[src/rtl/bcp_pkg.sv]
package bcp_pkg;
  localparam int CORE_CODE_W = 4;
  localparam int PB_CODE_W   = 3;
  localparam int SRC_LSB     = 0;
  localparam int CORE_LSB    = 4;
  localparam int PB1_LSB     = 10;
  localparam int PB2_LSB     = 13;
  localparam int NUM_PB      = 2;

  // log2 of the core-bus ratio; the step from 16 to 64 skips ratio 32
  function automatic logic [3:0] core_log2(input logic [CORE_CODE_W-1:0] code);
    if (!code[3])        return 4'd0;
    else if (!code[2])   return 4'(code[1:0]) + 4'd1;
    else                 return 4'(code[1:0]) + 4'd6;
  endfunction

  function automatic logic [2:0] pb_log2(input logic [PB_CODE_W-1:0] code);
    if (!code[2]) return 3'd0;
    else          return 3'(code[1:0]) + 3'd1;
  endfunction
endpackage

[src/rtl/bcp_pow2_div.sv]
module bcp_pow2_div #(
  parameter int MAX_LOG = 9,
  localparam int LOG_W = $clog2(MAX_LOG + 1),
  localparam int CNT_W = (MAX_LOG > 0) ? MAX_LOG : 1
) (
  input  logic             clk,
  input  logic             rst_n,
  input  logic             in_en,
  input  logic [LOG_W-1:0] log_req,
  output logic             div_en,
  output logic             half_en
);
  logic [LOG_W-1:0] act_log;
  logic [CNT_W-1:0] cnt, mask, half_mask;
  logic             wrap, half_hit;

  assign mask      = CNT_W'((CNT_W + 1)'(1) << act_log) - CNT_W'(1);
  assign half_mask = mask >> 1;
  assign wrap      = (cnt == mask);
  assign half_hit  = (act_log == '0) ? wrap : ((cnt & half_mask) == half_mask);
  assign div_en    = in_en & wrap;
  assign half_en   = in_en & half_hit;

  // the requested ratio is adopted only at a rollover
  always_ff @(posedge clk or negedge rst_n) begin
    if (!rst_n) begin
      cnt     <= '0;
      act_log <= '0;
    end else if (in_en) begin
      if (wrap) begin
        cnt     <= '0;
        act_log <= log_req;
      end else begin
        cnt <= cnt + CNT_W'(1);
      end
    end
  end

  AST_CNT_IN_PERIOD: assert property (@(posedge clk) disable iff (!rst_n)
    cnt <= mask);
  AST_RATIO_AT_ROLLOVER: assert property (@(posedge clk) disable iff (!rst_n)
    (act_log != $past(act_log)) |-> $past(div_en));
endmodule

[src/rtl/bus_clk_prescaler.sv]
module bus_clk_prescaler
  import bcp_pkg::*;
#(
  parameter int CFG_W        = 32,
  parameter int CORE_LOG_MAX = 9,
  parameter int PB_LOG_MAX   = 4,
  parameter int TICK_LOG     = 3
) (
  input  logic             clk,
  input  logic             rst_n,
  input  logic             cfg_we,
  input  logic [CFG_W-1:0] cfg_wdata,
  output logic [1:0]       src_sel,
  output logic             core_en,
  output logic             core_free_en,
  output logic             tick_en,
  output logic             pb1_en,
  output logic             pb1_tmr_en,
  output logic             pb2_en,
  output logic             pb2_tmr_en
);
  localparam int CORE_LW = $clog2(CORE_LOG_MAX + 1);
  localparam int PB_LW   = $clog2(PB_LOG_MAX + 1);
  localparam int TICK_LW = $clog2(TICK_LOG + 1);

  logic [1:0]             src_q;
  logic [CORE_CODE_W-1:0] core_code_q;
  logic [PB_CODE_W-1:0]   pb_code_q [NUM_PB];
  logic [NUM_PB-1:0]      pb_en, pb_tmr;
  logic                   unused_core_half, unused_tick_half;
  logic                   unused_cfg_bits;

  assign unused_cfg_bits = ^{cfg_wdata[CFG_W-1:16], cfg_wdata[9:8], cfg_wdata[3:2]};

  always_ff @(posedge clk or negedge rst_n) begin
    if (!rst_n) begin
      src_q       <= '0;
      core_code_q <= '0;
      pb_code_q   <= '{default: '0};
    end else if (cfg_we) begin
      src_q        <= cfg_wdata[SRC_LSB +: 2];
      core_code_q  <= cfg_wdata[CORE_LSB +: CORE_CODE_W];
      pb_code_q[0] <= cfg_wdata[PB1_LSB +: PB_CODE_W];
      pb_code_q[1] <= cfg_wdata[PB2_LSB +: PB_CODE_W];
    end
  end

  assign src_sel = src_q;

  bcp_pow2_div #(.MAX_LOG(CORE_LOG_MAX)) u_core (
    .clk(clk), .rst_n(rst_n), .in_en(1'b1),
    .log_req(CORE_LW'(core_log2(core_code_q))),
    .div_en(core_en), .half_en(unused_core_half)
  );

  bcp_pow2_div #(.MAX_LOG(TICK_LOG)) u_tick (
    .clk(clk), .rst_n(rst_n), .in_en(core_en),
    .log_req(TICK_LW'(TICK_LOG)),
    .div_en(tick_en), .half_en(unused_tick_half)
  );

  for (genvar g = 0; g < NUM_PB; g++) begin : g_pb
    bcp_pow2_div #(.MAX_LOG(PB_LOG_MAX)) u_pb (
      .clk(clk), .rst_n(rst_n), .in_en(core_en),
      .log_req(PB_LW'(pb_log2(pb_code_q[g]))),
      .div_en(pb_en[g]), .half_en(pb_tmr[g])
    );
    AST_PB_UNDER_CORE: assert property (@(posedge clk) disable iff (!rst_n)
      pb_en[g] |-> core_en);
    AST_TMR_WITH_BUS: assert property (@(posedge clk) disable iff (!rst_n)
      pb_en[g] |-> pb_tmr[g]);
  end

  assign core_free_en = core_en;
  assign pb1_en       = pb_en[0];
  assign pb1_tmr_en   = pb_tmr[0];
  assign pb2_en       = pb_en[1];
  assign pb2_tmr_en   = pb_tmr[1];

  AST_TICK_UNDER_CORE: assert property (@(posedge clk) disable iff (!rst_n)
    tick_en |-> core_en);
  AST_SRC_LOADED: assert property (@(posedge clk) disable iff (!rst_n)
    cfg_we |=> (src_sel == $past(cfg_wdata[1:0])));
endmodule

[config.mk]
export PLATFORM = sky130hd
export DESIGN_NAME = bus_clk_prescaler
export DESIGN_NICKNAME = d
export VERILOG_FILES = /design/src/rtl/bcp_pkg.sv /design/src/rtl/bcp_pow2_div.sv /design/src/rtl/bus_clk_prescaler.sv
export SDC_FILE = /design/constraint.sdc
export NUM_CORES = 1
export LEC_CHECK = 0
export BUFFER_PORTS_ARGS = -buffer_cell sky130_fd_sc_hd__buf_2
export CAP_MARGIN = 40
export CORE_MARGIN = 2
export CORE_UTILIZATION = 45
export CTS_CLUSTER_DIAMETER = 150
export CTS_CLUSTER_SIZE = 16
export DETAILED_ROUTE_END_ITERATION = 8
export HOLD_SLACK_MARGIN = 0.12
export PLACE_DENSITY = 0.73
export SLEW_MARGIN = 20
export SYNTH_ARGS = -nofsm -noshare
export SYNTH_HDL_FRONTEND = slang
export SYNTH_SLANG_ARGS = --single-unit
[constraint.sdc]
create_clock -name clk -period 10.17 [get_ports clk]
set_input_delay 2.5425 -clock clk [delete_from_list [all_inputs] [get_ports clk]]
set_output_delay 2.5425 -clock clk [all_outputs]
set_load 0.01 [all_outputs]
==> metrics.md <==
| Metric | Value |
|---|---|
| First-pass GRT wire length | 8238 µm |
| CP max-delay cell | dfrtp_1 |
| Clk_lat worst skew | between 0.2 and 0.3 ns |
| Gate power share | a little over half |
| Cts repair resizes | 0 |
| Hold crit path type | reg -> reg |
| Worst vdd ir | about 0.00019 V |
| Post-DR wirelength/cell | roughly 13 µm |
| Initial antenna violation count | 0 |
| Post-synth EDFFs | 0 |
| Final Hold Vio Count | 0 |
| Worst-path cell chain | nor2_2 -> nand3b_1 -> ha_1 -> nor2b_1 -> o21a_1 -> or3_4 -> a2111oi_4 -> buf_4 -> nand3_2 -> a21oi_1 -> buf_2 |
| Yosys cell types | 48 |
| Clock skew | between 0.006 and 0.007 ns |
| Area Overhead vs Synth | 11.36% |
| FFs w/ async S/R, synth | between 90% and 100% |
| Share of post-route cells with drive strength above 1 | roughly a fifth |
| Congestion Overflow GR | 0 |
| Starting density of the core | 47.03% |
| Setup crit start | u_core.act_log[2] |
| Finished Cell Area | 2919 µm² |
| Worst hold slack | about 0.50 ns |
| Std cell rows | 27 |
| Vert. Die Dim | around 80 µm |
| Slowest stage delay, CP | 0.52 ns |
| Worst-path clk slew | approximately 0.080 ns |
| Post-CTS Hold Fix Bufs | 0 |
| Synth area leaders | dfrtp_1 (41%), mux2_2 (8.6%), ha_1 (4.8%) |
| MaxCap Viol Count | 0 |
| Synth area leader | dfrtp_1 |
| Fmax | about 160 MHz |
| Commonest non-fill, non-tap cells in the layout | dfrtp_1 (43), buf_2 (24), mux2_2 (20) |
| Via count | 1947 |
| Commonest non-fill, non-tap cell in the layout | dfrtp_1 |
| Placeable Area | 5574 µm² |
| Worst-Margin Slew | 0.5419 ns |
| Min-delay src | u_tick.act_log[0] |
| Hold Crit Depth | 1 |
| Post-layout util | 52.37% |
| Worst Path Required | approximately 7.6 ns |
| Internal Power | 512.7 µW |
| Critical Path Sink Type | output pin |
| Clock sinks | 43 |
| Critical-path maximum fanout | 20 |
| Initial DRC count | 70 |
| CTS Root Cell | clkbuf_8 |
| Dominant synthesized flop cell | dfrtp_1 |
| Ant. Diodes | 0 |
| Port buffer count | 23 |
| YS warnings | 0 |
| Register area share after synthesis | between 40 and 50% |
| PD cells | about 320 nW/µm² |
| Setup slack, reg-to-reg | approximately 6.6 ns |
| Leakage Power | roughly 0.0014 µW |
| RR Endpoint | u_tick.cnt[1] |
| Psw | about 410 µW |
| TritonCTS clock tree | built |
| GPL Wtd Cong | approximately 0.78 |
| DR DRC count | 0 |
| Post-route ant nets | 0 |
| Gr usage total | roughly 16% |
| Crit Path Category | reg -> out |
| Syn_nets | between 300 and 400 |
| Ratio of final minimum period to clock period | 61.86% |
| Die Footprint | 6451 µm² |
| Synth Area per Inst | approximately 10 µm² |
| Clock power frac | roughly 14% |
| I/O pin cnt | 44 |
| Dpl cell area | 2816 µm² |
| WHS Endpoint | u_tick.act_log[0] |
| Largest net degree at the start of global routing | 24 |
| Tot Pwr | slightly above 900 µW |
| Share of the synthesized area in the top cell type | 41.05% |
| Die span in x | 80.32 µm |
| CP Launch Type | flop |
| Worst r2r path cells | 10 |
| Vias in the first global route | around 1800 |
| Cell area after synthesis | around 2600 µm² |
| Post-Route WL | around 4600 µm |
| RSZ-0062 raised after global routing | false |
| Arrival time at the worst endpoint | between 3 and 4 ns |
| H-Tree Depth | 2 |
| Vias per cell | approximately 5.5 |
| Synth Register Bits | between 40 and 50 |
| Setup_tns | 0 ns |
| Status | finished clean |
| CTS Buffer Depth | 2 |
| Nets@finish | between 300 and 400 |
| Sequential group share of total power | a little under a third |
| Post-CTS setup buffers | 0 |
| Worst r2r src | u_core.act_log[2] |
| Relative slew slack | between 60 and 70% |
| Final setup vio count | 0 |
| Min cycle time layout | 6.291 ns |
| Synth Instances | 259 |
| DP Wirelength | 3262 µm |
| Pre-Repair DR Iteration Count | 4 |
| TritonCTS Buffers | 5 |
| Switching share of power | between 40 and 50% |
| Max Slew Vio Count | 0 |
==> synthesized netlist by cell type, drive strengths merged (2+ instances only) <==
master	number
buf	7
o2bb2ai	3
nand2	17
mux2i	12
o21a	2
nor2b	4
nor2	13
and2	5
a41o	3
a21oi	6
xnor2	9
o21ai	6
mux2	20
clkbuf	6
nand2b	3
nor3	5
a211oi	2
nand3	8
nor4	3
o2111ai	3
inv	16
xor2	10
and3	2
nand3b	4
ha	10
nand4	6
a31oi	11
dfrtp	43
a21o	2
o211ai	3
or3	5
==> state kept, by name (all words and copies together) (netlist names) <==
name / cells
u_core.cnt: 9
g_pb.u_pb.cnt: 8
g_pb.u_pb.act_log: 6
pb_code_q: 6
core_code_q: 4
u_core.act_log: 4
u_tick.cnt: 3
src_sel: 2
u_tick.act_log: 1
==> power by group through the flow <==
stage	Sequential (µW)	Clock, µW	Combinational [µW]
6_report	293	128	504
5_1_grt	304	139	562
4_1_cts	292	132	506
3_5_place_dp	296	0	501
3_3_place_gp	293	0	481
2_1_floorplan	265	0	421
==> per-layer routing <==
metal	vias up	track usage (%)	wire [µm]	part of all wire, %
li1	979	-	-	-
met1	933	20.89	2218	48
met2	27	26.75	2227	48
met3	8	2.584	125	2.7
met4	0	6.610	74	1.6
met5	-	0	0	0
==> worst max-delay path, delay by kind of cell (launching register included) <==
kind | cells | cell delay, ns
simple gates | 5 | 1.37
compound gates | 3 | 0.79
flops | 1 | 0.52
buf+inv | 2 | 0.43
fa+ha+maj | 1 | 0.32
==> how the worst max path moves through the flow <==
| stage | end | slack [ns] | cells past startpoint |
|---|---|---|---|
| finish | tick_en | 3.88 | 11 |
| global route | tick_en | 3.61 | 11 |
| CTS | tick_en | 3.86 | 11 |
| detailed placement | tick_en | 4.20 | 11 |
| global placement | tick_en | 4.25 | 11 |
| floorplan | core_free_en | 4.80 | 13 |
==> per-stage QoR <==
| step | setup slack [ns] | cells |
|---|---|---|
| 5_1_grt | 3.605 | 353 |
| 4_1_cts | 3.863 | 353 |
| 3_5_place_dp | 4.202 | 346 |
| 6_report | 3.879 | 353 |
| 2_1_floorplan | 4.800 | 259 |
| 3_3_place_gp | 4.248 | 344 |
==> logic make-up (layout without fill, tap and decap cells) <==
kind of cell	Yosys count	in the layout	synth area share, %
adder cells (fa/ha/maj)	10	10	4.773
AND/OR/NAND/NOR	77	77	15.61
AO/OA/AOI/OAI	49	49	14.27
buffers and inverters	29	51	4.773
XOR/XNOR	19	19	6.348
multiplexers	32	32	13.17
flip-flops	43	43	41.05
==> layout make-up <==
type | instances | area [µm²]
Clock buffer | 6 | 72.57
Inverter | 16 | 60.06
Clock inverter | 1 | 30.03
Tap cell | 72 | 90.09
Sequential cell | 43 | 1076
Multi-Input combinational cell | 187 | 1420
Fill cell | 511 | 2655
Timing Repair Buffer | 28 | 170.2
Note: power is estimated with default switching activity, not from simulation.
